<file path="config.mk">
export PLATFORM = sky130hd
export DESIGN_NAME = port_rate_policer
export DESIGN_NICKNAME = d
export VERILOG_FILES = /design/src/rtl/rate_pkg.sv /design/src/rtl/rate_tick_gen.sv /design/src/rtl/rate_bucket.sv /design/src/rtl/dir_policer.sv /design/src/rtl/port_rate_policer.sv
export SDC_FILE = /design/constraint.sdc
export NUM_CORES = 1
export LEC_CHECK = 0
export ABC_AREA = 1
export BUFFER_PORTS_ARGS = -buffer_cell sky130_fd_sc_hd__buf_2
export CORE_MARGIN = 2
export CORE_UTILIZATION = 50
export DETAILED_ROUTE_END_ITERATION = 10
export HOLD_SLACK_MARGIN = 0.12
export PLACE_DENSITY = 0.67
export SLEW_MARGIN = 10
export SYNTH_ARGS = -nofsm -noshare
export SYNTH_HDL_FRONTEND = slang
export SYNTH_SLANG_ARGS = --single-unit
</file>
<file path="constraint.sdc">
create_clock -name clk_i -period 8.4 [get_ports clk_i]
set_clock_uncertainty 0.15 [all_clocks]
set_input_delay 0.84 -clock clk_i [delete_from_list [all_inputs] [get_ports clk_i]]
set_output_delay 0.84 -clock clk_i [all_outputs]
set_load 0.02 [all_outputs]
</file>
<file path="src/rtl/rate_pkg.sv">
package rate_pkg;
  localparam int RATE_W   = 12;
  localparam int RATE_SAT = 3125;  // 100 Mb/s in 32 kb/s steps
  localparam int STEP_B   = 4;     // bytes per step per millisecond

  function automatic logic [RATE_W-1:0] sat_rate(input logic [RATE_W-1:0] r);
    return (r > RATE_W'(RATE_SAT)) ? RATE_W'(RATE_SAT) : r;
  endfunction
endpackage

</file>
<file path="src/rtl/rate_tick_gen.sv">
module rate_tick_gen #(
  parameter int CLK_PER_US = 125,
  parameter int US_PER_MS  = 1000
) (
  input  logic clk_i,
  input  logic rst_ni,
  output logic tick_o
);
  localparam int UW = $clog2(CLK_PER_US + 1);
  localparam int MW = $clog2(US_PER_MS + 1);

  logic [UW-1:0] us_q;
  logic [MW-1:0] ms_q;
  logic us_wrap, ms_wrap;

  assign us_wrap = (us_q == UW'(CLK_PER_US - 1));
  assign ms_wrap = (ms_q == MW'(US_PER_MS - 1));
  assign tick_o  = us_wrap && ms_wrap;

  always_ff @(posedge clk_i or negedge rst_ni) begin
    if (!rst_ni) begin
      us_q <= '0;
      ms_q <= '0;
    end else begin
      us_q <= us_wrap ? '0 : us_q + 1'b1;
      if (us_wrap) ms_q <= ms_wrap ? '0 : ms_q + 1'b1;
    end
  end
endmodule

</file>
<file path="src/rtl/rate_bucket.sv">
module rate_bucket
  import rate_pkg::*;
#(
  parameter int MAX_FRAME = 1522
) (
  input  logic              clk_i,
  input  logic              rst_ni,
  input  logic              tick_i,
  input  logic [RATE_W-1:0] rate_i,
  input  logic              take_i,
  output logic              over_o
);
  localparam int BAL_W = $clog2(MAX_FRAME + RATE_SAT * STEP_B + 1) + 2;

  logic signed [BAL_W-1:0] bal_q, bal_d, credit_s, cap_s, sum_s;
  logic                    enabled;

  assign enabled  = (rate_i != '0);
  assign credit_s = signed'({{(BAL_W-RATE_W){1'b0}}, sat_rate(rate_i)} << 2);
  assign cap_s    = signed'(BAL_W'(MAX_FRAME)) + credit_s;

  always_comb begin
    sum_s = bal_q;
    if (tick_i) sum_s = sum_s + credit_s;
    if (take_i) sum_s = sum_s - BAL_W'(1);
    bal_d = (sum_s > cap_s) ? cap_s : sum_s;
    if (!enabled) bal_d = '0;   // disabled bucket idles at zero
  end

  always_ff @(posedge clk_i or negedge rst_ni) begin
    if (!rst_ni) bal_q <= '0;
    else         bal_q <= bal_d;
  end

  assign over_o = bal_q[BAL_W-1];

  a_r3_cap_held: assert property (@(posedge clk_i) disable iff (!rst_ni)
    (rate_i != '0) |=> (bal_q <= $past(cap_s)));

  a_r2_refill_grows: assert property (@(posedge clk_i) disable iff (!rst_ni)
    (tick_i && !take_i && enabled && bal_q <= cap_s) |=> (bal_q >= $past(bal_q)));
endmodule

</file>
<file path="src/rtl/dir_policer.sv">
module dir_policer
  import rate_pkg::*;
#(
  parameter int MAX_FRAME = 1522
) (
  input  logic              clk_i,
  input  logic              rst_ni,
  input  logic              tick_i,
  input  logic [RATE_W-1:0] rate_hi_i,
  input  logic [RATE_W-1:0] rate_lo_i,
  input  logic              drop_mode_i,
  input  logic              sof_i,
  input  logic              eof_i,
  input  logic              byte_i,
  input  logic              hi_i,
  output logic              over_hi_o,
  output logic              over_lo_o,
  output logic              drop_o
);
  logic active_q, prio_q, drop_q;
  logic [1:0] over, take;
  logic [1:0][RATE_W-1:0] rates;

  assign rates = {rate_hi_i, rate_lo_i};   // index 1 = high priority

  always_ff @(posedge clk_i or negedge rst_ni) begin
    if (!rst_ni) begin
      active_q <= 1'b0;
      prio_q   <= 1'b0;
      drop_q   <= 1'b0;
    end else if (sof_i) begin
      active_q <= 1'b1;
      prio_q   <= hi_i;
      drop_q   <= drop_mode_i && over[hi_i];
    end else if (eof_i) begin
      active_q <= 1'b0;
      drop_q   <= 1'b0;
    end
  end

  for (genvar g = 0; g < 2; g++) begin : g_bucket
    assign take[g] = byte_i && active_q && (prio_q == 1'(g)) && !drop_q;
    rate_bucket #(.MAX_FRAME(MAX_FRAME)) u_bucket (
      .clk_i (clk_i),
      .rst_ni(rst_ni),
      .tick_i(tick_i),
      .rate_i(rates[g]),
      .take_i(take[g]),
      .over_o(over[g])
    );
  end

  assign over_hi_o = over[1];
  assign over_lo_o = over[0];
  assign drop_o    = drop_q;

  a_r4_drop_hold: assert property (@(posedge clk_i) disable iff (!rst_ni)
    (active_q && !sof_i && !eof_i) |=> $stable(drop_q));

  a_r5_drop_cause: assert property (@(posedge clk_i) disable iff (!rst_ni)
    $rose(drop_q) |-> $past(sof_i && drop_mode_i && over[hi_i]));
endmodule

</file>
<file path="src/rtl/port_rate_policer.sv">
module port_rate_policer
  import rate_pkg::*;
#(
  parameter int CLK_PER_US = 125,
  parameter int US_PER_MS  = 1000,
  parameter int MAX_FRAME  = 1522
) (
  input  logic              clk_i,
  input  logic              rst_ni,
  input  logic [RATE_W-1:0] in_rate_hi_i,
  input  logic [RATE_W-1:0] in_rate_lo_i,
  input  logic [RATE_W-1:0] eg_rate_hi_i,
  input  logic [RATE_W-1:0] eg_rate_lo_i,
  input  logic              in_drop_mode_i,
  input  logic              in_sof_i,
  input  logic              in_eof_i,
  input  logic              in_byte_i,
  input  logic              in_hi_i,
  output logic              in_pause_o,
  output logic              in_drop_o,
  input  logic              eg_sof_i,
  input  logic              eg_eof_i,
  input  logic              eg_byte_i,
  input  logic              eg_hi_i,
  output logic              eg_allow_o
);
  logic tick;
  logic in_over_hi, in_over_lo, eg_over_hi, eg_over_lo, eg_drop;

  rate_tick_gen #(.CLK_PER_US(CLK_PER_US), .US_PER_MS(US_PER_MS)) u_tick (
    .clk_i (clk_i),
    .rst_ni(rst_ni),
    .tick_o(tick)
  );

  dir_policer #(.MAX_FRAME(MAX_FRAME)) u_ingress (
    .clk_i      (clk_i),
    .rst_ni     (rst_ni),
    .tick_i     (tick),
    .rate_hi_i  (in_rate_hi_i),
    .rate_lo_i  (in_rate_lo_i),
    .drop_mode_i(in_drop_mode_i),
    .sof_i      (in_sof_i),
    .eof_i      (in_eof_i),
    .byte_i     (in_byte_i),
    .hi_i       (in_hi_i),
    .over_hi_o  (in_over_hi),
    .over_lo_o  (in_over_lo),
    .drop_o     (in_drop_o)
  );

  dir_policer #(.MAX_FRAME(MAX_FRAME)) u_egress (
    .clk_i      (clk_i),
    .rst_ni     (rst_ni),
    .tick_i     (tick),
    .rate_hi_i  (eg_rate_hi_i),
    .rate_lo_i  (eg_rate_lo_i),
    .drop_mode_i(1'b0),
    .sof_i      (eg_sof_i),
    .eof_i      (eg_eof_i),
    .byte_i     (eg_byte_i),
    .hi_i       (eg_hi_i),
    .over_hi_o  (eg_over_hi),
    .over_lo_o  (eg_over_lo),
    .drop_o     (eg_drop)
  );

  assign in_pause_o = !in_drop_mode_i && (in_over_hi || in_over_lo);
  assign eg_allow_o = !(eg_hi_i ? eg_over_hi : eg_over_lo) && !eg_drop;

  a_r6_pause_not_drop: assert property (@(posedge clk_i) disable iff (!rst_ni)
    (!in_drop_mode_i && $past(!in_drop_mode_i) && in_sof_i) |=> !in_drop_o);
endmodule

</file>
======== After elaboration in Yosys (flattened, before gate mapping) ========
Index checks and enable logic that the tools add are counted.
word-level totals
  flip-flop bits (word level) ............. 87
  output and inout bits ................... 3
  input port bits ......................... 59
  word-level logic and storage cells ...... 95
operators by class
  bitwise gates (word level) .............. 2
  add/subtract/negate cells ............... 14
  $lt $le $gt $ge ......................... 9
  muxes and demuxes ....................... 31
  equal/unequal tests ..................... 2
  reduce and logical (&&, ||, !) cells .... 25
operators with widths
  cell                      number
  $mux W16                  16
  $add A16 B15 Y16          4
  $gt A16 B16 Y1            4
  $sub A16 B2 Y16 const B   4
  $add A11 B14 Y15 const A  4
  $gt A12 B12 Y1 const B    4
  $mux W12                  4
  $reduce_bool A12 Y1       4
  $logic_and A1 B1 Y1       14
  $add A10 B1 Y10 const B   1
  $eq A10 B10 Y1 const B    1
  $mux W10                  1
  $mux W1                   9
  $add A7 B1 Y7 const B     1
  $eq A7 B7 Y1 const B      1
  $mux W7                   1
  $logic_not A1 Y1          4
  $reduce_bool A2 Y1        2
  $lt A1 B2 Y1 const B      1
  $not A1 Y1                2
  $logic_or A1 B1 Y1        1

======== Depth between registers and ports, before layout ========
Gate-level depths: netlist of run 1.
  depth after elaboration ................. 9
  depth in mapped cells ................... 38
  gate-level depth less buffers ........... 38

======== Cells and area by module ========
A second synthesis of run 1 with hierarchy kept.
unflattened totals
  cell total of the unflattened synthesis .. 2002
  area total of the unflattened synthesis .. 12203.0 sq um
by module, submodules not included
  module                                            instances  cells each  seq. area each (sq um)  area each (sq um)
  rate_bucket at u_egress.g_bucket[1].u_bucket ...  3          458         400.4                   2733.9
  rate_bucket at u_egress.g_bucket[0].u_bucket      1          446         400.4                   2715.1
  rate_tick_gen                                     1          131         425.4                   949.7
  dir_policer                                       2          21          75.1                    151.4
  port_rate_policer                                 1          9           0.0                     33.8

======== Worst setup path after synthesis of run 1 ========
No wires, ideal clock.
  path type ............................... input -> register
  from .................................... in eg_rate_lo_i[6]
  to ...................................... reg u_egress.g_bucket[0].u_bucket.bal_q[14]
  path buffers ............................ 1
  arrival time ............................ 5.212 ns
  setup time .............................. 0.073 ns
  stages on the path ...................... 33
  path slack .............................. 2.965 ns
  data required time ...................... 8.177 ns
  cells stage by stage .................... inv_1 -> nand2_1 -> nor2_1 -> nand3_1 -> nand2_4 -> inv_1 -> nor2_1 -> inv_1 -> ha_1 -> ha_1 -> o21ai_1 -> nand3_2 -> nor2_1 -> nand3_1 -> nor2_1 -> nand2_1 -> nor2_1 -> nand2_1 -> or3_1 -> nor2_1 -> xor2_1 -> inv_1 -> ha_1 -> and3_1 -> nand4_1 -> nor3b_1 -> nand3_1 -> nor2_2 -> nor2_8 -> nand2_4 -> buf_6 -> nand2_2 -> a21oi_2
on the way
  longest elaborated chain between the ends .. 9
  elaborated cells between the ends (all ways) .. 11
  classes of those cells .................. add/sub: 3; order compare: 2; mux: 5; reduce/logical: 1
ends and longest elaborated chain
  element                                            RTL line                 text
  start, declared                                    port_rate_policer.sv:13  input logic [RATE_W-1:0] eg_rate_lo_i,
  $gt A12 B12 Y1                                     rate_pkg.sv:7            return (r > RATE_W'(RATE_SAT)) ? RATE_W'(RATE_SAT) : r;
  $mux W12                                           rate_pkg.sv:7
  $add A16 B15 Y16                                   rate_bucket.sv:24        if (tick_i) sum_s = sum_s + credit_s;
  $mux W16                                           rate_bucket.sv:24
  $sub A16 B2 Y16                                    rate_bucket.sv:25        if (take_i) sum_s = sum_s - BAL_W'(1);
  $mux W16                                           rate_bucket.sv:25
  $gt A16 B16 Y1                                     rate_bucket.sv:26        bal_d = (sum_s > cap_s) ? cap_s : sum_s;
  $mux W16                                           rate_bucket.sv:26
  $mux W16 (*)                                       rate_bucket.sv:27        if (!enabled) bal_d = '0;
  named net u_egress.g_bucket[0].u_bucket.bal_d[14]  rate_bucket.sv:15        logic signed [BAL_W-1:0] bal_q, bal_d, credit_s, cap_s, sum_s;
  end signal, assigned                               rate_bucket.sv:32        else bal_q <= bal_d;
  end, declared                                      rate_bucket.sv:15
The timed path passes the listed nets; every way through them passes the cells marked *.
A chain may end at the register's enable or synchronous reset.

======== Worst setup path after layout of run 1 ========
  from .................................... reg u_tick.us_q[2]
  to ...................................... reg u_egress.g_bucket[0].u_bucket.bal_q[14]
on the way
  longest elaborated chain between the ends .. 8
ends and longest elaborated chain
  element                                            RTL line             text
  start, declared                                    rate_tick_gen.sv:12  logic [UW-1:0] us_q;
  start signal, assigned                             rate_tick_gen.sv:25  us_q <= us_wrap ? '0 : us_q + 1'b1;
  $eq A7 B7 Y1 (*)                                   rate_tick_gen.sv:16  assign us_wrap = (us_q == UW'(CLK_PER_US - 1));
  $logic_and A1 B1 Y1 (*)                            rate_tick_gen.sv:18  assign tick_o = us_wrap && ms_wrap;
  $mux W16 (*)                                       rate_bucket.sv:24
  $sub A16 B2 Y16                                    rate_bucket.sv:25
  $mux W16 (*)                                       rate_bucket.sv:25
  $gt A16 B16 Y1                                     rate_bucket.sv:26
  $mux W16 (*)                                       rate_bucket.sv:26
  $mux W16 (*)                                       rate_bucket.sv:27
  named net u_egress.g_bucket[0].u_bucket.bal_d[14]  rate_bucket.sv:15
Marked as above.

==> summary.md, run 1 <==
| Metric | Value |
|---|---|
| Vias/cell | 5.17 |
| FFs w/ async S/R, synth | 1.00 |
| Resized Gates After CTS | 0 |
| Root Driver | clkbuf_16 |
| Min-delay worst type | primary input to asynchronous set/reset pin |
| Clock transition at path regs | 0.07 ns |
| R2R depth | 28 |
| Critical Path Fanout Max | 30 |
| Bufs on Longest Clock Path | 2 |
| Max-slew violation count | 0 |
| Routed len/inst | 13.7 um |
| Hold violation count in the final report | 0 |
| Type of the worst setup path | flop to flop |
| Final number of setup-violating endpoints | 0 |
| Post-synth EDFFs | 0 |
| Fmax | 163 MHz |
| Crit path launch type | flop |
| TNS Setup | 0 ns |
| Total power | 3.19 mW |
| Vias in the first global route | 10500 |
| Die height | 155 um |
| RePlAce Congestion | 0.913 |
| Worst skew pair latency | 0.36 ns |
| Final min period | 6.15 ns |
| Ports | 62 |
| R2r setup slk | 2.25 ns |
| Worst endpoint data arrival time | 6.29 ns |
| Least-Margin Pin Slew | 1.22 ns |
| Mapped cell area | 11500 um^2 |
| Syn Inst Count | 1907 |
| Syn Area/Cell | 6.01 um^2 |
| Critical path's slowest cell | inv_1 |
| Die W | 155 um |
| Die ar. | 24100 um^2 |
| Register area | 2150 um^2 |
| CP endpoint kind | flop |
| Layout fillers | 2315 |
| Std cell rows | 55 |
| Largest net degree at the start of global routing | 69 |
| Synth warn | 0 |
| Synthesis-stage register bit count | 86 |
| Largest stage delay, worst path | 0.74 ns |
| CTS buffer count | 9 |
| N_diodes | 0 |
| Syn-to-layout area delta | 6.99% |
| Layout cells sized above 1 | 0.131 |
| DR iter-0 viols | 769 |
| Hold Buf Count CTS | 0 |
| Nets@finish | 2102 |
| Max-Cap Viols | 0 |
| Ys flop type | dfrtp_1 |
| Reg2reg start | u_tick.us_q[2] |
| Final antenna-violating net count | 0 |
| Slew HR | 0.178 |
| Max rail drop VDD | 0.125 mV |
| Clock tree sinks | 86 |
| Crit share post-route | 0.733 |
| Initial DRT Pass Iterations | 8 |
| CTS tree | yes |
| Status | complete, no violations |
| Initial antenna violation count | 0 |
| Core ar. | 22600 um^2 |
| IO buf count | 61 |
| Pwr/cell area | 260 nW/um^2 |
| Final wirelength | 30700 um |
| Worst path required time | 8.54 ns |
| Multi-input gate area | 7780 um^2 |
| FF-to-FF End | u_egress.g_bucket[0].u_bucket.bal_q[14] |
| Overflow after GRT | 0 |
| Post-CTS setup buffers | 0 |
| Global-route usage over all layers | 0.256 |
| Starting Density | 0.508 |
| Vias | 11600 |
| Sequential share of the synthesized area | 0.188 |
| # DRC | 0 |
| Detailed placement HPWL | 24600 um |
| RSZ-0062 raised after global routing | false |
| P_leak | 7.05 nW |
| First-pass GRT wire length | 50300 um |
| Synth cell types | 61 |
| H-tree levels | 3 |
cell usage in the layout, fill, tap and decap left out, drive strengths merged, types with 2 or more instances in the layout:
cell type | Yosys | final
a21o | 6 | 6
buf | 18 | 65
or3 | 2 | 2
and3 | 2 | 2
clkinv | 6 | 8
o21ai | 57 | 57
xor2 | 38 | 38
nand3 | 169 | 169
o21bai | 9 | 9
nand3b | 14 | 14
o211ai | 4 | 4
nand2 | 571 | 571
conb | 1 | 4
or2 | 23 | 23
o22ai | 2 | 2
nand4 | 46 | 46
o2111ai | 2 | 2
o21a | 4 | 4
inv | 351 | 352
and2 | 3 | 3
a31oi | 3 | 3
nor4 | 7 | 7
a32o | 2 | 2
ha | 91 | 91
nor3b | 4 | 4
a21oi | 79 | 79
nor2 | 238 | 238
clkbuf | 16 | 12
dfrtp | 86 | 86
xnor2 | 14 | 14
nor3 | 34 | 34
sequential cells by signal (all words and copies together) (netlist names):
| register | flops |
|---|---|
| u_egress.g_bucket.u_bucket.bal_q | 32 |
| u_ingress.g_bucket.u_bucket.bal_q | 32 |
| u_tick.ms_q | 10 |
| u_tick.us_q | 7 |
| u_egress.active_q | 1 |
| u_egress.prio_q | 1 |
| u_ingress.active_q | 1 |
| u_ingress.drop_o | 1 |
| u_ingress.prio_q | 1 |
stage by stage:
stage	setup slack [ns]	hold slack [ns]	instance area, um^2	util	cells
5_1_grt	1.64	0.220	12300	0.543	2242
6_report	2.25	0.208	12300	0.543	2242
4_1_cts	2.23	0.210	12300	0.543	2242
3_5_place_dp	2.06	0.329	12000	0.530	2226
2_1_floorplan	2.96	0.301	11500	-	1910
3_3_place_gp	2.08	0.317	12000	0.530	2226
cell usage after synthesis (3+ instances only):
cell type | number | area [um^2]
nand2_1 | 516 | 1940
inv_1 | 313 | 1170
nor2_1 | 208 | 781
nand3_1 | 153 | 766
ha_1 | 91 | 1140
dfrtp_1 | 86 | 2150
a21oi_1 | 75 | 375
nand2_2 | 46 | 288
nand4_1 | 45 | 282
o21ai_0 | 43 | 215
xor2_1 | 38 | 333
inv_2 | 37 | 139
nor3_1 | 30 | 150
nor2_2 | 21 | 131
or2_2 | 20 | 125
clkbuf_1 | 16 | 60.1
nand3_2 | 15 | 150
xnor2_1 | 14 | 123
nand3b_1 | 13 | 97.6
o21ai_1 | 12 | 60.1
buf_2 | 9 | 45.0
nand2_4 | 9 | 101
o21bai_1 | 7 | 52.6
a21o_1 | 6 | 45.0
buf_6 | 6 | 67.6
nor2_4 | 6 | 67.6
nor4_1 | 6 | 37.5
clkinv_1 | 5 | 18.8
a21oi_2 | 4 | 35.0
nor3_2 | 4 | 40.0
nor3b_1 | 4 | 30.0
o211ai_1 | 4 | 30.0
a31oi_1 | 3 | 18.8
and2_1 | 3 | 18.8
nor2_8 | 3 | 60.1
o21a_1 | 3 | 22.5
logic make-up (layout without fill, tap and decap cells):
| group | count (synthesis) | in the layout | synth area share |
|---|---|---|---|
| xor+xnor | 52 | 52 | 0.0397 |
| simple gates | 1113 | 1113 | 0.451 |
| fa+ha+maj | 91 | 91 | 0.0994 |
| compound gates | 173 | 173 | 0.0875 |
| other cells | 1 | 4 | 0.000327 |
| flops | 86 | 86 | 0.188 |
| buf+inv | 391 | 438 | 0.134 |
how the worst max path moves through the flow:
stage | endpoint | cells past startpoint | start | slack, ns
3_3_place_gp | u_egress.g_bucket[0].u_bucket.bal_q[14] | 32 | eg_rate_lo_i[10] | 2.08
4_1_cts | u_egress.g_bucket[0].u_bucket.bal_q[14] | 28 | u_tick.us_q[2] | 2.23
3_5_place_dp | u_egress.g_bucket[0].u_bucket.bal_q[14] | 32 | eg_rate_lo_i[10] | 2.06
5_1_grt | u_egress.g_bucket[0].u_bucket.bal_q[5] | 29 | u_tick.us_q[5] | 1.64
2_1_floorplan | u_egress.g_bucket[0].u_bucket.bal_q[14] | 33 | eg_rate_lo_i[6] | 2.96
6_report | u_egress.g_bucket[0].u_bucket.bal_q[14] | 28 | u_tick.us_q[2] | 2.25
power by group:
group          leakage (nW)  switching (mW)  internal (mW)
combinational          5.89            1.38          0.758
clock                 0.139           0.186          0.218
sequential             1.01          0.0974          0.550
total                  7.05            1.66           1.53
critical path, delay by kind of cell, from the launching register on:
kind                       cells  cell delay [ns]
and+or+nand+nor               21             3.37
buffers and inverters          4             1.47
DFF                            1             0.41
adders and majority gates      1             0.29
xor gates and xnor gates       1             0.22
AOI/OAI and AO/OA              1             0.13
area by class of cell:
cell class | count | share of cell area
clock buffers | 12 | 0.0209
multi-input cells | 1433 | 0.635
inverters | 357 | 0.110
well taps | 285 | 0.0291
flip-flops and latches | 86 | 0.176
repair buffers | 65 | 0.0276
clock inverters | 4 | 0.00245
per-layer routing:
| metal | GRT usage | vias to the layer above | wire length (um) |
|---|---|---|---|
| li1 | - | 6091 | - |
| met1 | 0.357 | 5188 | 14900 |
| met2 | 0.430 | 274 | 14000 |
| met3 | 0.0318 | 27 | 1410 |
| met4 | 0.0459 | 0 | 353 |
| met5 | 0 | - | 0 |
Power figures use the tool's default switching activity.
==> run 2: changes to the inputs <==
==> constraint.sdc (replaced) <==
create_clock -name clk_i -period 6.43 [get_ports clk_i]
set_clock_uncertainty 0.15 [all_clocks]
set_input_delay 0.643 -clock clk_i [delete_from_list [all_inputs] [get_ports clk_i]]
set_output_delay 0.643 -clock clk_i [all_outputs]
set_load 0.02 [all_outputs]
==> summary.md, run 2 (synthesis results as in run 1) <==
| Metric | Value |
|---|---|
| Vias in the first global route | 10700 (+1.6%) |
| Min-delay worst type | primary input to asynchronous set/reset pin |
| Hold Buf Count CTS | 0 (unchanged) |
| Starting Density | 0.508 (unchanged) |
| GRT busiest layer | met2 |
| Syn-to-layout area delta | 7.29% |
| N_diodes | 0 (unchanged) |
| First-pass GRT wire length | 51500 um (+2.3%) |
| Std cell rows | 55 (unchanged) |
| Largest stage delay, worst path | 0.33 ns (-0.41 ns) |
| Worst endpoint data arrival time | 5.88 ns (-0.41 ns) |
| Critical Path Fanout Max | 18 (-40%) |
| IO buf count | 61 (unchanged) |
| Hold violation count in the final report | 0 (unchanged) |
| R2r setup slk | 0.79 ns (-1.46 ns) |
| Met2 GRT Util | 0.432 (+0.00190) |
| Critical path's slowest cell | or3_1 |
| Die W | 155 um (unchanged) |
| Most common cell after layout, fill and taps aside | nand2_1 |
| RePlAce Congestion | 0.918 (+0.53%) |
| Clock transition at path regs | 0.07 ns (about the same) |
| CTS buffer count | 9 (unchanged) |
| Clock tree sinks | 86 (unchanged) |
| TNS Setup | 0 ns (unchanged) |
| Least-Margin Pin Slew | 1.09 ns (-0.135 ns) |
| Routed len/inst | 13.6 um (-0.64%) |
| Die height | 155 um (unchanged) |
| Vias | 11600 (+0.22%) |
| Root Driver | clkbuf_16 |
| Initial antenna violation count | 0 (unchanged) |
| Final antenna-violating net count | 0 (unchanged) |
| Most frequent CP cell | nor2_1 |
| Crit path launch type | primary input |
| Nets@finish | 2105 (+0.14%) |
| Overflow after GRT | 0 (unchanged) |
| Reg power frac | 0.202 (about the same) |
| Ports | 62 (unchanged) |
| Total power | 4.17 mW (+31%) |
| Worst skew pair latency | 0.35 ns (about the same) |
| Max-Cap Viols | 0 (unchanged) |
| P_leak | 7.06 nW (+0.25%) |
| Final instance area | 12300 um^2 (+0.29%) |
| Power Internal | 2.02 mW (+32%) |
| Final min period | 5.75 ns |
| # DRC | 0 (unchanged) |
| RSZ-0062 raised after global routing | false |
| Crit share post-route | 0.894 |
| Layout fillers | 2400 (+3.7%) |
| Cell Area, Placed | 12000 um^2 (+0.19%) |
| Bufs on Longest Clock Path | 2 (unchanged) |
| Largest net degree at the start of global routing | 46 (-33%) |
| Final number of setup-violating endpoints | 0 (unchanged) |
| Fmax | 174 MHz |
| CTS tree | yes |
| Worst path required time | 6.56 ns (-1.98 ns) |
| Met3 Track Usage GR | 0.0320 (+0.000279) |
| Worst hold margin | 0.129 ns (-0.0796 ns) |
| Register area | 2150 um^2 (unchanged) |
| Max rail drop VDD | 0.149 mV (+20%) |
| Die ar. | 24100 um^2 (unchanged) |
| Commonest cells after routing, fill and taps aside | nand2_1 (516), inv_1 (313), nor2_1 (208) |
| Vias/cell | 5.17 (+0.13%) |
| Slew HR | 0.269 (+0.0906) |
| H-tree levels | 3 (unchanged) |
| DR iter-0 viols | 842 (+9.5%) |
| Core ar. | 22600 um^2 (unchanged) |
| Pwr/cell area | 339 nW/um^2 (+30%) |
| Max-slew violation count | 0 (unchanged) |
| Global-route usage over all layers | 0.260 (+0.00368) |
| Comb pwr share | 0.668 (-0.002) |
| Type of the worst setup path | primary input to flop |
| Layout cells sized above 1 | 0.133 (+0.00140) |
| CP endpoint kind | flop |
| NetSw | 2.15 mW (+29%) |
| Clock share of power | 0.130 (+0.003) |
| Initial DRT Pass Iterations | 6 (-2) |
| Final wirelength | 30500 um (-0.55%) |
| Multi-input gate area | 7790 um^2 (+0.11%) |
| Largest regs | u_egress.g_bucket.u_bucket.bal_q (32), u_ingress.g_bucket.u_bucket.bal_q (32), u_tick.ms_q (10) |
| Sw Share | 0.516 (-0.00574) |
| Status | complete, no violations |
| Grt met1 use | 0.360 (+0.00293) |
| Detailed placement HPWL | 24700 um (+0.66%) |
[run 2: through the flow]
stage,utilization,worst slack (ns),instances
3_3_place_gp,0.531,0.303,2229
2_1_floorplan,-,1.19,1910
5_1_grt,0.545,0.0456,2244
6_report,0.545,0.680,2244
4_1_cts,0.544,0.599,2244
3_5_place_dp,0.531,0.254,2229
[run 2: path summary, 6_finish.rpt]
path                               startpoint                                      end  depth (start not counted)
setup / recovery             eg_rate_lo_i[10]  u_egress.g_bucket[0].u_bucket.bal_q[14]                         32
hold / removal                         rst_ni   u_egress.g_bucket[1].u_bucket.bal_q[9]                          1
setup reg to reg               u_tick.us_q[0]  u_egress.g_bucket[0].u_bucket.bal_q[14]                         28
hold reg to reg            u_ingress.active_q                       u_ingress.active_q                          1
max in group asynchronous              rst_ni  u_egress.g_bucket[0].u_bucket.bal_q[14]                          2
min in group clk_i                   eg_eof_i                        u_egress.active_q                          2
[run 2: power groups by stage]
stage,clock (mW),sequential [mW],combinational [mW]
finish,0.541,0.843,2.79
global route,0.572,0.860,3.24
CTS,0.556,0.841,2.77
detailed placement,0,0.850,2.75
global placement,0,0.848,2.71
floorplan,0,0.808,2.24
[run 2: worst max-delay path: cells and delay by family]
family | cells | cell delay, ns
buffers and inverters | 4 | 0.43
and+or+nand+nor | 22 | 3.37
xor gates and xnor gates | 1 | 0.25
AOI/OAI and AO/OA | 2 | 0.34
adders and majority gates | 3 | 0.81
[run 2: cell type report]
class / count / share of cell area
inverter: 357 / 0.109
tap: 285 / 0.0290
timing repair buffer: 68 / 0.0293
clock inverter: 4 / 0.00387
clock buffer: 11 / 0.0197
multi-input combinational: 1433 / 0.634
sequential: 86 / 0.175
[run 2: per-layer routing]
metal  share of wire  vias up
met4           0.019        0
met1            0.48     5196
met5               0        -
met2            0.45      268
li1                -     6103
met3           0.046       38
[run 2: timing repair]
action,4_1_cts,5_1_grt
endpoints found under the hold margin,0,0
resized for setup,0,2
setup endpoints to repair,0,4
setup buffers,0,0
==> run 3: changes to the inputs <==
==> constraint.sdc (replaced) <==
create_clock -name clk_i -period 6.3 [get_ports clk_i]
set_clock_uncertainty 0.15 [all_clocks]
set_input_delay 0.63 -clock clk_i [delete_from_list [all_inputs] [get_ports clk_i]]
set_output_delay 0.63 -clock clk_i [all_outputs]
set_load 0.02 [all_outputs]
==> summary.md, run 3 (synthesis results as in run 1) <==
| Metric | Value |
|---|---|
| Total power | 4.29 mW (+2.8%) |
| Initial antenna violation count | 0 (unchanged) |
| Final antenna-violating net count | 0 (unchanged) |
| RePlAce Congestion | 0.910 (-0.81%) |
| Fmax | 176 MHz |
| First-pass GRT wire length | 52300 um (+1.6%) |
| IO buf count | 61 (unchanged) |
| Pwr/cell area | 348 nW/um^2 (+2.5%) |
| # DRC | 0 (unchanged) |
| Final wirelength | 30800 um (+1.0%) |
| Worst path required time | 6.43 ns (-0.13 ns) |
| Std cell rows | 55 (unchanged) |
| P_leak | 7.08 nW (+0.17%) |
| Largest net degree at the start of global routing | 46 (unchanged) |
| RSZ-0062 raised after global routing | false |
| Final core utilization | 0.546 (+0.00177) |
| Syn-to-layout area delta | 7.64% |
| Routed len/inst | 13.7 um (+0.87%) |
| Crit path launch type | primary input |
| Most frequent CP cell | nor2_1 |
| Layout fillers | 2326 (-3.1%) |
| Nets@finish | 2106 (+0.048%) |
| Top delay family on crit path | simple AND/OR/NAND/NOR gates |
| Clock transition at path regs | 0.07 ns (about the same) |
| Least-Margin Pin Slew | 0.966 ns (-0.121 ns) |
| Overflow after GRT | 0 (unchanged) |
| Hold violation count in the final report | 0 (unchanged) |
| Max rail drop VDD | 0.168 mV (+13%) |
| Commonest cells after routing, fill and taps aside | nand2_1 (516), inv_1 (313), nor2_1 (207) |
| Max-slew violation count | 0 (unchanged) |
| Layout cells sized above 1 | 0.134 (+0.00139) |
| Final min period | 5.68 ns |
| CTS tree | yes |
| CP endpoint kind | flop |
| Ports | 62 (unchanged) |
| Type of the worst setup path | primary input to flop |
| Clock tree sinks | 86 (unchanged) |
| Worst skew pair latency | 0.36 ns (about the same) |
| Hold Buf Count CTS | 0 (unchanged) |
| Crit share post-route | 0.902 |
| Worst path bufs/invs | 4 (unchanged) |
| Detailed placement HPWL | 24700 um (about the same) |
| Largest stage delay, worst path | 0.33 ns (about the same) |
| Vias | 11600 (+0.31%) |
| Critical Path Fanout Max | 18 (unchanged) |
| Max-Cap Viols | 0 (unchanged) |
| Core ar. | 22600 um^2 (unchanged) |
| Die height | 155 um (unchanged) |
| CTS buffer count | 9 (unchanged) |
| Min-delay worst type | primary input to asynchronous set/reset pin |
| TNS Setup | 0 ns (unchanged) |
| H-tree levels | 3 (unchanged) |
| Worst hold margin | 0.107 ns (-0.0222 ns) |
| Most common cell after layout, fill and taps aside | nand2_1 |
| Starting Density | 0.508 (unchanged) |
| Slew HR | 0.350 (+0.0811) |
| Die W | 155 um (unchanged) |
| Bufs on Longest Clock Path | 2 (unchanged) |
| Root Driver | clkbuf_16 |
| Largest regs | u_egress.g_bucket.u_bucket.bal_q (32), u_ingress.g_bucket.u_bucket.bal_q (32), u_tick.ms_q (10) |
| Final number of setup-violating endpoints | 0 (unchanged) |
| Die ar. | 24100 um^2 (unchanged) |
| Vias/cell | 5.18 (+0.18%) |
| Worst endpoint data arrival time | 5.81 ns (-0.07 ns) |
| Status | complete, no violations |
| Critical path's slowest cell | or3_1 |
| Global-route usage over all layers | 0.264 (+0.00419) |
| Initial DRT Pass Iterations | 5 (-1) |
| Vias in the first global route | 10900 (+1.9%) |
| DR iter-0 viols | 748 (-11%) |
run 3: timing repair:
action,4_1_cts,5_1_grt
setup buffers,0,0
endpoints found under the setup margin,0,11
resized for setup,0,2
run 3: per-layer routing:
| layer | GRT usage | wire length, um | vias up |
|---|---|---|---|
| li1 | - | - | 6105 |
| met1 | 0.365 | 14800 | 5214 |
| met2 | 0.436 | 13800 | 275 |
| met3 | 0.0267 | 1420 | 47 |
| met4 | 0.0795 | 770 | 0 |
| met5 | 0 | 0 | - |
run 3: area by class of cell:
cell class | count | area (um^2) | share of cell area
Sequential cell | 86 | 2150 | 0.174
Antenna cell | 1 | 2.50 | 0.000203
Tap cell | 285 | 357 | 0.0289
Timing Repair Buffer | 69 | 380 | 0.0308
Inverter | 357 | 1340 | 0.109
Clock inverter | 4 | 53.8 | 0.00436
Multi-Input combinational cell | 1433 | 7790 | 0.631
Clock buffer | 12 | 256 | 0.0208
run 3: report_power, final:
group          switching (mW)  internal (mW)
sequential              0.128          0.733
clock                   0.253          0.331
combinational            1.83           1.02
total                    2.21           2.08
run 3: worst paths after layout:
| check | startpoint | to | slack (ns) | depth (start not counted) |
|---|---|---|---|---|
| setup / recovery | eg_rate_lo_i[10] | u_egress.g_bucket[0].u_bucket.bal_q[14] | 0.62 | 32 |
| hold / removal | rst_ni | u_egress.g_bucket[1].u_bucket.bal_q[9] | 0.11 | 1 |
| setup reg to reg | u_tick.us_q[0] | u_egress.g_bucket[0].u_bucket.bal_q[14] | 0.75 | 28 |
| hold reg to reg | u_ingress.active_q | u_ingress.active_q | 0.33 | 1 |
| max in group asynchronous | rst_ni | u_egress.g_bucket[0].u_bucket.bal_q[9] | 4.80 | 2 |
| min in group clk_i | eg_eof_i | u_egress.active_q | 0.30 | 2 |
run 3: metrics by stage:
stage | setup WS, ns | cell area [um^2] | std cells
after floorplan | 1.07 | 11500 | 1910
after global placement | 0.189 | 12000 | 2230
after detailed placement | 0.109 | 12000 | 2230
after CTS | 0.453 | 12300 | 2246
after global routing | 0.00366 | 12300 | 2246
final | 0.617 | 12300 | 2247
